$ cat src/rtl/dih_pkg.sv
package dih_pkg;
  parameter int REG_AW  = 5;
  parameter int ISSUE_W = 2;
  typedef logic [REG_AW-1:0] reg_idx_t;
endpackage

$ cat src/rtl/dih_loaduse_xchk.sv
module dih_loaduse_xchk
  import dih_pkg::*;
(
  input  reg_idx_t [ISSUE_W-1:0] fd_rs1,
  input  reg_idx_t [ISSUE_W-1:0] fd_rs2,
  input  reg_idx_t [ISSUE_W-1:0] dx_rd,
  input  logic     [ISSUE_W-1:0] dx_vld,
  input  logic     [ISSUE_W-1:0] dx_wen,
  input  logic     [ISSUE_W-1:0] dx_load,
  output logic     [ISSUE_W-1:0] lu_block
);
  logic [ISSUE_W-1:0]              ld_prod;
  logic [ISSUE_W-1:0][ISSUE_W-1:0] term;   // [younger][older]

  genvar k, j;
  generate
    for (k = 0; k < ISSUE_W; k++) begin : g_prod
      assign ld_prod[k] = dx_vld[k] & dx_wen[k] & dx_load[k] & (dx_rd[k] != '0);
    end
    for (j = 0; j < ISSUE_W; j++) begin : g_young
      for (k = 0; k < ISSUE_W; k++) begin : g_old
        assign term[j][k] = ld_prod[k] &
                            ((fd_rs1[j] == dx_rd[k]) | (fd_rs2[j] == dx_rd[k]));
      end
      assign lu_block[j] = |term[j];
    end
  endgenerate
endmodule

$ cat src/rtl/dih_pair_chk.sv
module dih_pair_chk
  import dih_pkg::*;
(
  input  reg_idx_t [ISSUE_W-1:1] yng_rs1,
  input  reg_idx_t [ISSUE_W-1:1] yng_rs2,
  input  reg_idx_t [ISSUE_W-2:0] old_rd,
  input  logic     [ISSUE_W-2:0] old_wen,
  input  logic     [ISSUE_W-1:0] slot_mem,
  output logic     [ISSUE_W-1:1] pair_block
);
  logic [ISSUE_W-2:0]              prod;
  logic [ISSUE_W-1:1][ISSUE_W-2:0] dep;
  logic [ISSUE_W-1:1][ISSUE_W-2:0] memc;

  genvar i, j;
  generate
    for (i = 0; i < ISSUE_W-1; i++) begin : g_prod
      assign prod[i] = old_wen[i] & (old_rd[i] != '0);
    end
    for (j = 1; j < ISSUE_W; j++) begin : g_yng
      for (i = 0; i < ISSUE_W-1; i++) begin : g_old
        if (i < j) begin : g_live
          assign dep[j][i]  = prod[i] &
                              ((yng_rs1[j] == old_rd[i]) | (yng_rs2[j] == old_rd[i]));
          assign memc[j][i] = slot_mem[i] & slot_mem[j];
        end else begin : g_dead
          assign dep[j][i]  = 1'b0;
          assign memc[j][i] = 1'b0;
        end
      end
      assign pair_block[j] = (|dep[j]) | (|memc[j]);
    end
  endgenerate
endmodule

$ cat src/rtl/dih_issue_ctl.sv
module dih_issue_ctl
  import dih_pkg::*;
(
  input  logic               clk,
  input  logic               rst,
  input  logic [ISSUE_W-1:0] fd_vld,
  input  logic [ISSUE_W-1:0] lu_block,
  input  logic [ISSUE_W-1:1] pair_block,
  output logic [ISSUE_W-1:0] issue_en,
  output logic               fetch_stall
);
  assign issue_en[0] = fd_vld[0] & ~lu_block[0];

  genvar j;
  generate
    for (j = 1; j < ISSUE_W; j++) begin : g_chain
      assign issue_en[j] = fd_vld[j] & ~lu_block[j] & ~pair_block[j] & issue_en[j-1];

      AST_IN_ORDER: assert property (@(posedge clk) disable iff (rst)
        issue_en[j] |-> issue_en[j-1]);
    end
  endgenerate

  assign fetch_stall = |(fd_vld & ~issue_en);
endmodule

$ cat src/rtl/dih_dx_latch.sv
module dih_dx_latch
  import dih_pkg::*;
(
  input  logic                   clk,
  input  logic                   rst,
  input  logic     [ISSUE_W-1:0] issue_en,
  input  reg_idx_t [ISSUE_W-1:0] fd_rd,
  input  logic     [ISSUE_W-1:0] fd_wen,
  input  logic     [ISSUE_W-1:0] fd_load,
  output logic     [ISSUE_W-1:0] dx_vld,
  output reg_idx_t [ISSUE_W-1:0] dx_rd,
  output logic     [ISSUE_W-1:0] dx_wen,
  output logic     [ISSUE_W-1:0] dx_load
);
  always_ff @(posedge clk) begin
    if (rst) begin
      dx_vld  <= '0;
      dx_rd   <= '0;
      dx_wen  <= '0;
      dx_load <= '0;
    end else begin
      for (int j = 0; j < ISSUE_W; j++) begin
        dx_vld[j]  <= issue_en[j];
        dx_wen[j]  <= issue_en[j] & fd_wen[j];
        dx_load[j] <= issue_en[j] & fd_load[j];
        dx_rd[j]   <= issue_en[j] ? fd_rd[j] : '0;
      end
    end
  end

  genvar j;
  generate
    for (j = 0; j < ISSUE_W; j++) begin : g_chk
      AST_BUBBLE_ON_HOLD: assert property (@(posedge clk) disable iff (rst)
        !issue_en[j] |=> (!dx_vld[j] && !dx_wen[j] && !dx_load[j]));
    end
  endgenerate

  AST_RESET_CLEARS: assert property (@(posedge clk) disable iff (rst)
    $fell(rst) |-> (dx_vld == '0 && dx_wen == '0 && dx_load == '0));
endmodule

$ cat src/rtl/dual_issue_hazard.sv
module dual_issue_hazard
  import dih_pkg::*;
(
  input  logic                            clk,
  input  logic                            rst,
  input  logic [ISSUE_W-1:0]              fd_vld,
  input  logic [ISSUE_W-1:0][REG_AW-1:0]  fd_rs1,
  input  logic [ISSUE_W-1:0][REG_AW-1:0]  fd_rs2,
  input  logic [ISSUE_W-1:0][REG_AW-1:0]  fd_rd,
  input  logic [ISSUE_W-1:0]              fd_wen,
  input  logic [ISSUE_W-1:0]              fd_load,
  input  logic [ISSUE_W-1:0]              fd_store,
  output logic [ISSUE_W-1:0]              issue_en,
  output logic                            fetch_stall,
  output logic [ISSUE_W-1:0]              dx_vld,
  output logic [ISSUE_W-1:0][REG_AW-1:0]  dx_rd,
  output logic [ISSUE_W-1:0]              dx_wen,
  output logic [ISSUE_W-1:0]              dx_load
);
  logic [ISSUE_W-1:0] lu_block;
  logic [ISSUE_W-1:1] pair_block;
  logic [ISSUE_W-1:0] slot_mem;

  assign slot_mem = fd_load | fd_store;

  dih_loaduse_xchk u_lu (
    .fd_rs1   (fd_rs1),
    .fd_rs2   (fd_rs2),
    .dx_rd    (dx_rd),
    .dx_vld   (dx_vld),
    .dx_wen   (dx_wen),
    .dx_load  (dx_load),
    .lu_block (lu_block)
  );

  dih_pair_chk u_pair (
    .yng_rs1    (fd_rs1[ISSUE_W-1:1]),
    .yng_rs2    (fd_rs2[ISSUE_W-1:1]),
    .old_rd     (fd_rd[ISSUE_W-2:0]),
    .old_wen    (fd_wen[ISSUE_W-2:0]),
    .slot_mem   (slot_mem),
    .pair_block (pair_block)
  );

  dih_issue_ctl u_ctl (
    .clk         (clk),
    .rst         (rst),
    .fd_vld      (fd_vld),
    .lu_block    (lu_block),
    .pair_block  (pair_block),
    .issue_en    (issue_en),
    .fetch_stall (fetch_stall)
  );

  dih_dx_latch u_dx (
    .clk      (clk),
    .rst      (rst),
    .issue_en (issue_en),
    .fd_rd    (fd_rd),
    .fd_wen   (fd_wen),
    .fd_load  (fd_load),
    .dx_vld   (dx_vld),
    .dx_rd    (dx_rd),
    .dx_wen   (dx_wen),
    .dx_load  (dx_load)
  );

  AST_MEM_PORT: assert property (@(posedge clk) disable iff (rst)
    (slot_mem[0] && slot_mem[1]) |-> !issue_en[1]);

  genvar j, k;
  generate
    for (j = 0; j < ISSUE_W; j++) begin : g_aj
      for (k = 0; k < ISSUE_W; k++) begin : g_ak
        AST_NO_LOAD_USE_ISSUE: assert property (@(posedge clk) disable iff (rst)
          (dx_vld[k] && dx_load[k] && dx_wen[k] && dx_rd[k] != '0 &&
           (fd_rs1[j] == dx_rd[k] || fd_rs2[j] == dx_rd[k])) |-> !issue_en[j]);
      end
    end
  endgenerate
endmodule

$ cat config.mk
export PLATFORM = sky130hd
export DESIGN_NAME = dual_issue_hazard
export DESIGN_NICKNAME = d
export VERILOG_FILES = /design/src/rtl/dih_pkg.sv /design/src/rtl/dih_loaduse_xchk.sv /design/src/rtl/dih_pair_chk.sv /design/src/rtl/dih_issue_ctl.sv /design/src/rtl/dih_dx_latch.sv /design/src/rtl/dual_issue_hazard.sv
export SDC_FILE = /design/constraint.sdc
export NUM_CORES = 1
export LEC_CHECK = 0
export BUFFER_PORTS_ARGS = -buffer_cell sky130_fd_sc_hd__buf_2
export CELL_PAD_IN_SITES_DETAIL_PLACEMENT = 0
export CELL_PAD_IN_SITES_GLOBAL_PLACEMENT = 1
export CORE_UTILIZATION = 34
export DETAILED_ROUTE_END_ITERATION = 16
export PLACE_DENSITY = 0.79
export SLEW_MARGIN = 20
export SYNTH_ARGS = -nofsm -noshare
export SYNTH_HDL_FRONTEND = slang
export SYNTH_SLANG_ARGS = --single-unit
$ cat constraint.sdc
create_clock -name clk -period 3.08 [get_ports clk]
set_input_delay 0.308 -clock clk [delete_from_list [all_inputs] [get_ports clk]]
set_output_delay 0.308 -clock clk [all_outputs]
set_load 0.1 [all_outputs]
Word level (Yosys, flattened, before mapping):

Cells that the tools add are included.

* register bits after elaboration: 16
* latch bits: 0
* memory bits (writable): 0
* bits in read-only memories: 0
* output and inout port bits: 19
* word-level logic and storage cells: 58
* memories: 0

* add/subtract/negate cells: 0
* multipliers: 0
* divide/modulo/power cells: 0
* order comparisons: 0
* equal/unequal tests: 10
* shift operators: 0
* multiplexer cells: 0
* bitwise logic cells: 35
* reductions and logical operators: 8

Operators by type and width (number)
* $eq A5 B5 Y1: 10
* $and A1 B1 Y1: 21
* $reduce_bool A5 Y1: 3
* $reduce_or A2 Y1: 5
* $or A1 B1 Y1: 6
* $not A1 Y1: 5
* $and A2 B2 Y2: 1
* $not A2 Y2: 1
* $or A2 B2 Y2: 1

Depth between registers and ports, before layout:

Gate-level depths: netlist of run 1.

* depth in word-level cells: 12
* gate-level depth with buffers: 8
* mapped depth without buffers: 6

By module:

A second synthesis of run 1 with hierarchy kept.

* cells, all modules: 135
* area, all modules: 1229.9 µm²

Modules (own cells, without submodules)
* dih_loaduse_xchk: instances 1, cells each 76, area an instance 578.1 µm², seq. area each 0.0 µm²
* dih_dx_latch: instances 1, cells each 33, area an instance 471.7 µm², seq. area each 320.3 µm²
* dih_pair_chk: instances 1, cells each 19, area an instance 133.9 µm², seq. area each 0.0 µm²
* dih_issue_ctl: instances 1, cells each 5, area an instance 33.8 µm², seq. area each 0.0 µm²
* dual_issue_hazard: instances 1, cells each 2, area an instance 12.5 µm², seq. area each 0.0 µm²

Worst setup path after synthesis of run 1:

OpenSTA, ideal clock, no wires.

* path kind: flip-flop to output port
* start: register u_dx.dx_rd[6] (netlist name)
* end: output fetch_stall
* arrival time: 3987 ps
* data required time: 2772 ps
* setup slack: -1215 ps
* stages on the path, launching flop included: 8
* path through: dfxtp_1 clkbuf_1 nor3_1 a21oi_1 inv_1 o221ai_2 inv_1 a21oi_1

* elaborated cells on any way between the ends: 21
* classes of those cells: eq/ne (4); bitwise (13); reduce/logical (4)

RTL lines
* start: declaration: line dih_dx_latch.sv:11 `output reg_idx_t [ISSUE_W-1:0] dx_rd,`
* start signal: indexed assignment: line dih_dx_latch.sv:26 `dx_rd[j] <= issue_en[j] ? fd_rd[j] : '0;`
* $eq A5 B5 Y1 / $reduce_bool A5 Y1 (equally long branches): line dih_loaduse_xchk.sv:23, dih_loaduse_xchk.sv:18
* $or A1 B1 Y1 / $and A1 B1 Y1 (equally long branches): line dih_loaduse_xchk.sv:23, dih_loaduse_xchk.sv:18
* $and A1 B1 Y1 *: line dih_loaduse_xchk.sv:22 `assign term[j][k] = ld_prod[k] &`
* $reduce_or A2 Y1 *: line dih_loaduse_xchk.sv:25 `assign lu_block[j] = |term[j];`
* $not A1 Y1 *: line dih_issue_ctl.sv:12 `assign issue_en[0] = fd_vld[0] & ~lu_block[0];`
* $and A1 B1 Y1 *: line dih_issue_ctl.sv:12
* via issue_en[0]: line dual_issue_hazard.sv:13 `output logic [ISSUE_W-1:0] issue_en,`
* $and A1 B1 Y1: line dih_issue_ctl.sv:17 `assign issue_en[j] = fd_vld[j] & ~lu_block[j] & ~pair_block[j] & issue_en[j-1];`
* $not A2 Y2 *: line dih_issue_ctl.sv:24 `assign fetch_stall = |(fd_vld & ~issue_en);`
* $and A2 B2 Y2 *: line dih_issue_ctl.sv:24
* $reduce_or A2 Y1 *: line dih_issue_ctl.sv:24
* end: declaration: line dual_issue_hazard.sv:14 `output logic fetch_stall,`

Mark *: on every way through the listed nets, which the timed path passes. The rest lies on a longest branch.

Worst setup path after layout of run 1:

* start: register u_dx.dx_rd[0] (netlist name)
* end: output issue_en[1]

* cells in the longest elaborated chain, start to end: 8
* elaborated cells on any way between the ends: 18
* classes of those cells: eq/ne (4); bitwise (11); reduce/logical (3)

RTL lines (line)
* $eq A5 B5 Y1 / $reduce_bool A5 Y1 (equally long branches): dih_loaduse_xchk.sv:23, dih_loaduse_xchk.sv:18
* $or A1 B1 Y1 / $and A1 B1 Y1 (equally long branches): dih_loaduse_xchk.sv:23, dih_loaduse_xchk.sv:18
* $and A1 B1 Y1: dih_loaduse_xchk.sv:22
* $reduce_or A2 Y1: dih_loaduse_xchk.sv:25
* $not A1 Y1: dih_issue_ctl.sv:17
* $and A1 B1 Y1 (2 in a row): dih_issue_ctl.sv:17
* $and A1 B1 Y1 *: dih_issue_ctl.sv:17
* end: declaration: dual_issue_hazard.sv:13

Mark *: on every way between the ends. The rest lies on a longest branch, timed or not.

==> reports/results.txt, run 1 <==
status: complete, no violations
period utilization: 85.9%
PD cells: 343 mW/mm2
Core Region: 0.00334 mm2
Seq cells post-synth: 16
Yosys cell types: 26
share of cells above drive strength 1: 47.3%
Die ar.: 0.00371 mm2
vias in the first global route: 1050
post-DP HPWL: 2.55 mm
Area Growth Syn to Fin: 33.3%
Post-CTS Hold Buffers: 0
HP Start: rst
RSZ-0062 raised after global routing: false
Post-Syn Area per Cell: 8.81 um2
total internal power: 344 uW
Power Total: 539 uW
largest family of logic cells by synthesized area: XOR/XNOR gates
Critical-path top delay cell: or4_4
vias per inst: 4.68
yosys warns: 0
max_slew headroom: 67.3%
final WL: 3.05 mm
largest net degree at the start of global routing: 17
Commonest cells post-synth: 37 x xor2_1, 16 x dfxtp_1, 13 x xnor2_1
Port Buffers: 58
part of the power in registers: 40.8%
clock sink count: 16
residual DRC count: 0
Synth async-reset ratio: 0%
count leader, synth: xor2_1
Max-Cap Viols: 0
synth top area cells: xor2_1 27%, dfxtp_1 27%, xnor2_1 9.6%
dpl ws: 0.654 ns
worst-margin pin slew: 0.494 ns
synthesized net count: 174
GPL Wtd Cong: 0.813
Detail Route Antenna Nets: 0
buffer count from post-CTS setup fixing: 0
Leak: 0.000769 uW
mux share of post-synthesis cell area: 0%
cell area after synthesis: 0.00118 mm2
R2R Setup Slk: 1.19 ns
Peak Freq: 378 MHz
startpoint types: register
H-tree levels: 1
worst min-delay path class: primary input to register
worst vdd ir: 0.000226 V
antenna violations before repair: 0
CTS tree: built
CP Launch Point: u_dx.dx_rd[0]
Clk pwr share: 24.8%
Data arrival, critical path: 2.34 ns
Pins Over Slew Limit: 0
post-CTS sizing: 0
Logic pwr share: 34.5%
drt wl/cell: 13.1 um
Top Ports: 59
die width: 60.9 um
Yosys top cell area share: 27.4%
Reg clk slew, reported paths: 0.09 ns
number of buffers created by CTS: 3
reg2reg start: u_dx.dx_rd[0]
worst-path cell chain: or4_4, o2111ai_2, o221ai_2, clkinvlp_4, and2_2, buf_2
Post-synth EDFFs: 0
clk_lat worst skew: 0.28 ns
Total Routing Usage GR: 17.5%
Critical Path End Type: output port
min cycle time layout: 2.65 ns
Psw: 195 uW
Post-Synth Simple-Gate Area: 20.1%
Setup Crit Path Kind: register to output port
initial core utilization: 35.4%
TritonRoute pass-1 iters: 4
Hold Fails Final Rpt: 0
Adder-Cell Fraction of Synth Area: 0%
switching part of the total: 36.1%
Layout Skew: 0.000844 ns
Post-synth top flop: dfxtp_1
Final nets: 227
Synth Instances: 134
first-pass GRT wire length: 4.75 mm
ant diodes: 0
DRT iter0 DRCs: 33
Setup WS post-layout: 0.434 ns
TNS Setup: 0 ns
Synth Area in Compound Gates: 10.2%
xor and xnor area share after synthesis: 37.1%
Critical Path Fanout Max: 6
max incr delay on CP: 0.54 ns
Root Buffer: clkbuf_4
sequential-to-total area share from yosys stat: 27.1%
FP Rows: 21
chip height: 60.9 um
detailed-route via count: 1085
Critical Path RT: 2.77 ns
final setup fails: 0
GR Overflow Total: 0
clk buf depth: 2
Yosys top cell by area: xor2_1
Util after Layout: 47.2%
==> worst max-delay path, delay by kind of cell (launching register included) <==
| family | cells | cell delay [ns] |
|---|---|---|
| AND/OR/NAND/NOR | 2 | 0.68 |
| flip-flops | 1 | 0.38 |
| AO/OA/AOI/OAI | 2 | 0.46 |
| buffers and inverters | 2 | 0.55 |
==> layout make-up <==
class / instances / area [um2]
timing repair buffer: 59 / 298
sequential: 16 / 363
fill: 359 / 1760
multi-input combinational: 105 / 808
clock buffer: 4 / 36.3
inverter: 2 / 11.3
tap: 46 / 57.6
==> placed cells by master, fill, tap and decap left out, types with 2 or more instances in the layout <==
master    count
a21oi_1       3
nand3_1       7
xor2_1       37
nor3_1       10
xnor2_1      13
clkbuf_4      3
dfxtp_2       7
dfxtp_4       9
a22oi_1       2
and3_1        7
nor2_1        5
buf_2        58
and2_1        8
==> cells by family (layout without fill, tap and decap cells) <==
logic type / count (synthesis) / count (layout)
compound gates: 13 / 13
simple gates: 42 / 42
buf+inv: 13 / 65
xor+xnor: 50 / 50
flops: 16 / 16
==> power by group through the flow <==
stage          Clock, uW  Combinational [uW]  Sequential, uW
3_5_place_dp           0                 186             225
6_report             134                 186             220
2_1_floorplan          0                91.9             262
3_3_place_gp           0                 184             225
5_1_grt              148                 200             221
4_1_cts              138                 187             220
==> path summary, 6_finish.rpt <==
kind	depth (start not counted)	to
max	6	issue_en[1]
min reg2reg	3	u_dx.dx_vld[0]
max reg2reg	5	u_dx.dx_rd[9]
min	2	u_dx.dx_vld[0]
==> flip-flops by register name (all words and copies together), names as in the netlist <==
signal,cells
u_dx.dx_wen,2
u_dx.dx_load,2
u_dx.dx_rd,10
u_dx.dx_vld,2
==> routing by layer <==
metal	global-route usage, %	part of all wire (%)
met1	22.1	44
met2	30.9	52
met3	2.35	3.4
met4	4.87	0.95
met5	0	0
==> per-stage QoR <==
step / std cells / hold slack, ns / cell area (um2)
2_1_floorplan: 134 / 0.429 / 1240
3_3_place_gp: 228 / 0.525 / 1540
3_5_place_dp: 228 / 0.537 / 1540
4_1_cts: 232 / 0.235 / 1570
5_1_grt: 232 / 0.240 / 1570
6_report: 232 / 0.243 / 1570
Note: power is estimated with default switching activity, not from simulation.
==> run 2, diff against run 1 <==
--- a/config.mk
+++ b/config.mk
@@ -10,7 +10,9 @@
 export CELL_PAD_IN_SITES_GLOBAL_PLACEMENT = 1
 export CORE_UTILIZATION = 34
 export DETAILED_ROUTE_END_ITERATION = 16
+export HOLD_SLACK_MARGIN = 0.12
 export PLACE_DENSITY = 0.79
+export RECOVER_POWER = 25
 export SLEW_MARGIN = 20
 export SYNTH_ARGS = -nofsm -noshare
 export SYNTH_HDL_FRONTEND = slang
==> run 2 against run 1 <==
  * Clock power about the same
  * Die area unchanged
  * Register-to-register slack about the same
  * Utilization is 0.30 points lower
  * Critical path depth did not move
  * Non-clock buffer count did not move
  * Clock skew about the same
  * Flip-flop and latch count stayed put
  * Via count down 0.18%
  * Critical path type unchanged
  * Largest power group unchanged
==> reports/results.txt, run 2 (synthesis results as in run 1) <==
TNS Setup: 0 ns (unchanged)
period utilization: 85.8% (about the same)
TritonRoute pass-1 iters: 4 (unchanged)
number of flip-flops in the largest register: 10 (unchanged)
clock sink count: 16 (unchanged)
max_slew headroom: 22.5% (-45 points)
final setup fails: 0 (unchanged)
Reg clk slew, reported paths: 0.09 ns (about the same)
Peak Freq: 378 MHz (about the same)
Top Ports: 59 (unchanged)
Finished Cell Area: 0.00156 mm2 (-0.64%)
status: complete, no violations
Leak: 0.000735 uW (-4.3%)
commonest non-fill, non-tap cell in the layout: buf_2
min cycle time layout: 2.64 ns (-0.00148 ns)
worst vdd ir: 0.000235 V (+3.7%)
residual DRC count: 0 (unchanged)
FP Rows: 21 (unchanged)
Post-CTS Hold Buffers: 0 (unchanged)
Root Buffer: clkbuf_4
worst-margin pin slew: 1.17 ns (+0.672 ns)
Hold Fails Final Rpt: 0 (unchanged)
Area Growth Syn to Fin: 32.4%
Pins Over Slew Limit: 0 (unchanged)
Die ar.: 0.00371 mm2 (unchanged)
detailed-route via count: 1083 (-0.18%)
Critical Path End Type: output port
CTS tree: built
number of buffers created by CTS: 3 (unchanged)
Final nets: 227 (unchanged)
Port Buffers: 58 (unchanged)
R2R Setup Slk: 1.19 ns (about the same)
post-CTS sizing: 0 (unchanged)
GR Overflow Total: 0 (unchanged)
PD cells: 344 mW/mm2 (+0.51%)
clk_lat worst skew: 0.28 ns (about the same)
startpoint types: register
drt wl/cell: 13.1 um (about the same)
Data arrival, critical path: 2.34 ns (about the same)
worst min-delay path class: primary input to register
Setup Crit Path Kind: register to output port
die width: 60.9 um (unchanged)
Total Routing Usage GR: 17.5% (unchanged)
most frequent cells in the layout: 50 x buf_2, 37 x xor2_1, 13 x xnor2_1
antenna violations before repair: 0 (unchanged)
largest net degree at the start of global routing: 17 (unchanged)
Critical Path Fanout Max: 6 (unchanged)
post-DP HPWL: 2.55 mm (unchanged)
chip height: 60.9 um (unchanged)
Critical Path RT: 2.77 ns (about the same)
Core Region: 0.00334 mm2 (unchanged)
Layout Skew: 0.000994 ns (+0.000150 ns)
vias in the first global route: 1050 (unchanged)
RSZ-0062 raised after global routing: false
buffer count from post-CTS setup fixing: 0 (unchanged)
initial core utilization: 35.4% (unchanged)
DRT iter0 DRCs: 33 (unchanged)
clk buf depth: 2 (unchanged)
final WL: 3.05 mm (about the same)
Post-DP Area: 0.00154 mm2 (unchanged)
Detail Route Antenna Nets: 0 (unchanged)
vias per inst: 4.67 (-0.18%)
share of cells above drive strength 1: 43.0% (-4.3 points)
ant diodes: 0 (unchanged)
Largest Register: u_dx.dx_rd
H-tree levels: 1 (unchanged)
Max-Cap Viols: 0 (unchanged)
GPL Wtd Cong: 0.813 (unchanged)
first-pass GRT wire length: 4.75 mm (unchanged)
## run 2: critical path: stages (launching register included)
cell and delay, ns:
dfxtp_2 0.38, or4_4 0.54, o2111ai_2 0.25, o221ai_2 0.21, clkinvlp_4 0.14, and2_2 0.14
buf_2 0.41
## run 2: power by group
part | total [uW] | internal (uW) | switching (uW)
registers | 220 | 208 | 11.5
logic | 185 | 63.4 | 122
clock network | 134 | 71.8 | 61.8
## run 2: cell type report
type | instances | area (um2)
fillers | 365 | 1770
well taps | 46 | 57.6
flip-flops and latches | 16 | 363
inverters | 2 | 11.3
multi-input cells | 105 | 808
repair buffers | 59 | 288
clock buffers | 4 | 36.3
## run 2: stage by stage
stage,util [%],hold slack [ns],setup WS (ns),cells,power [uW]
2_1_floorplan,-,0.429,0.00636,134,354
3_3_place_gp,46.1,0.525,0.679,228,409
3_5_place_dp,46.1,0.537,0.654,228,411
4_1_cts,47.2,0.235,0.420,232,545
5_1_grt,46.9,0.240,0.349,232,568
6_report,46.9,0.243,0.436,232,538
## run 2: worst paths after layout
check,endpoint,depth (start not counted),from
setup / recovery,issue_en[1],6,u_dx.dx_rd[0]
hold / removal,u_dx.dx_vld[0],2,rst
setup reg to reg,u_dx.dx_rd[9],5,u_dx.dx_rd[0]
hold reg to reg,u_dx.dx_vld[0],3,u_dx.dx_load[0]
## run 2: layer usage
metal  share of wire, %  track usage, %  vias to the layer above
met5                  0               0                        -
met4               0.95            4.87                        0
met3                3.4            2.35                        5
met2                 52            30.9                       25
met1                 43            22.1                      503
li1                   -               -                      550
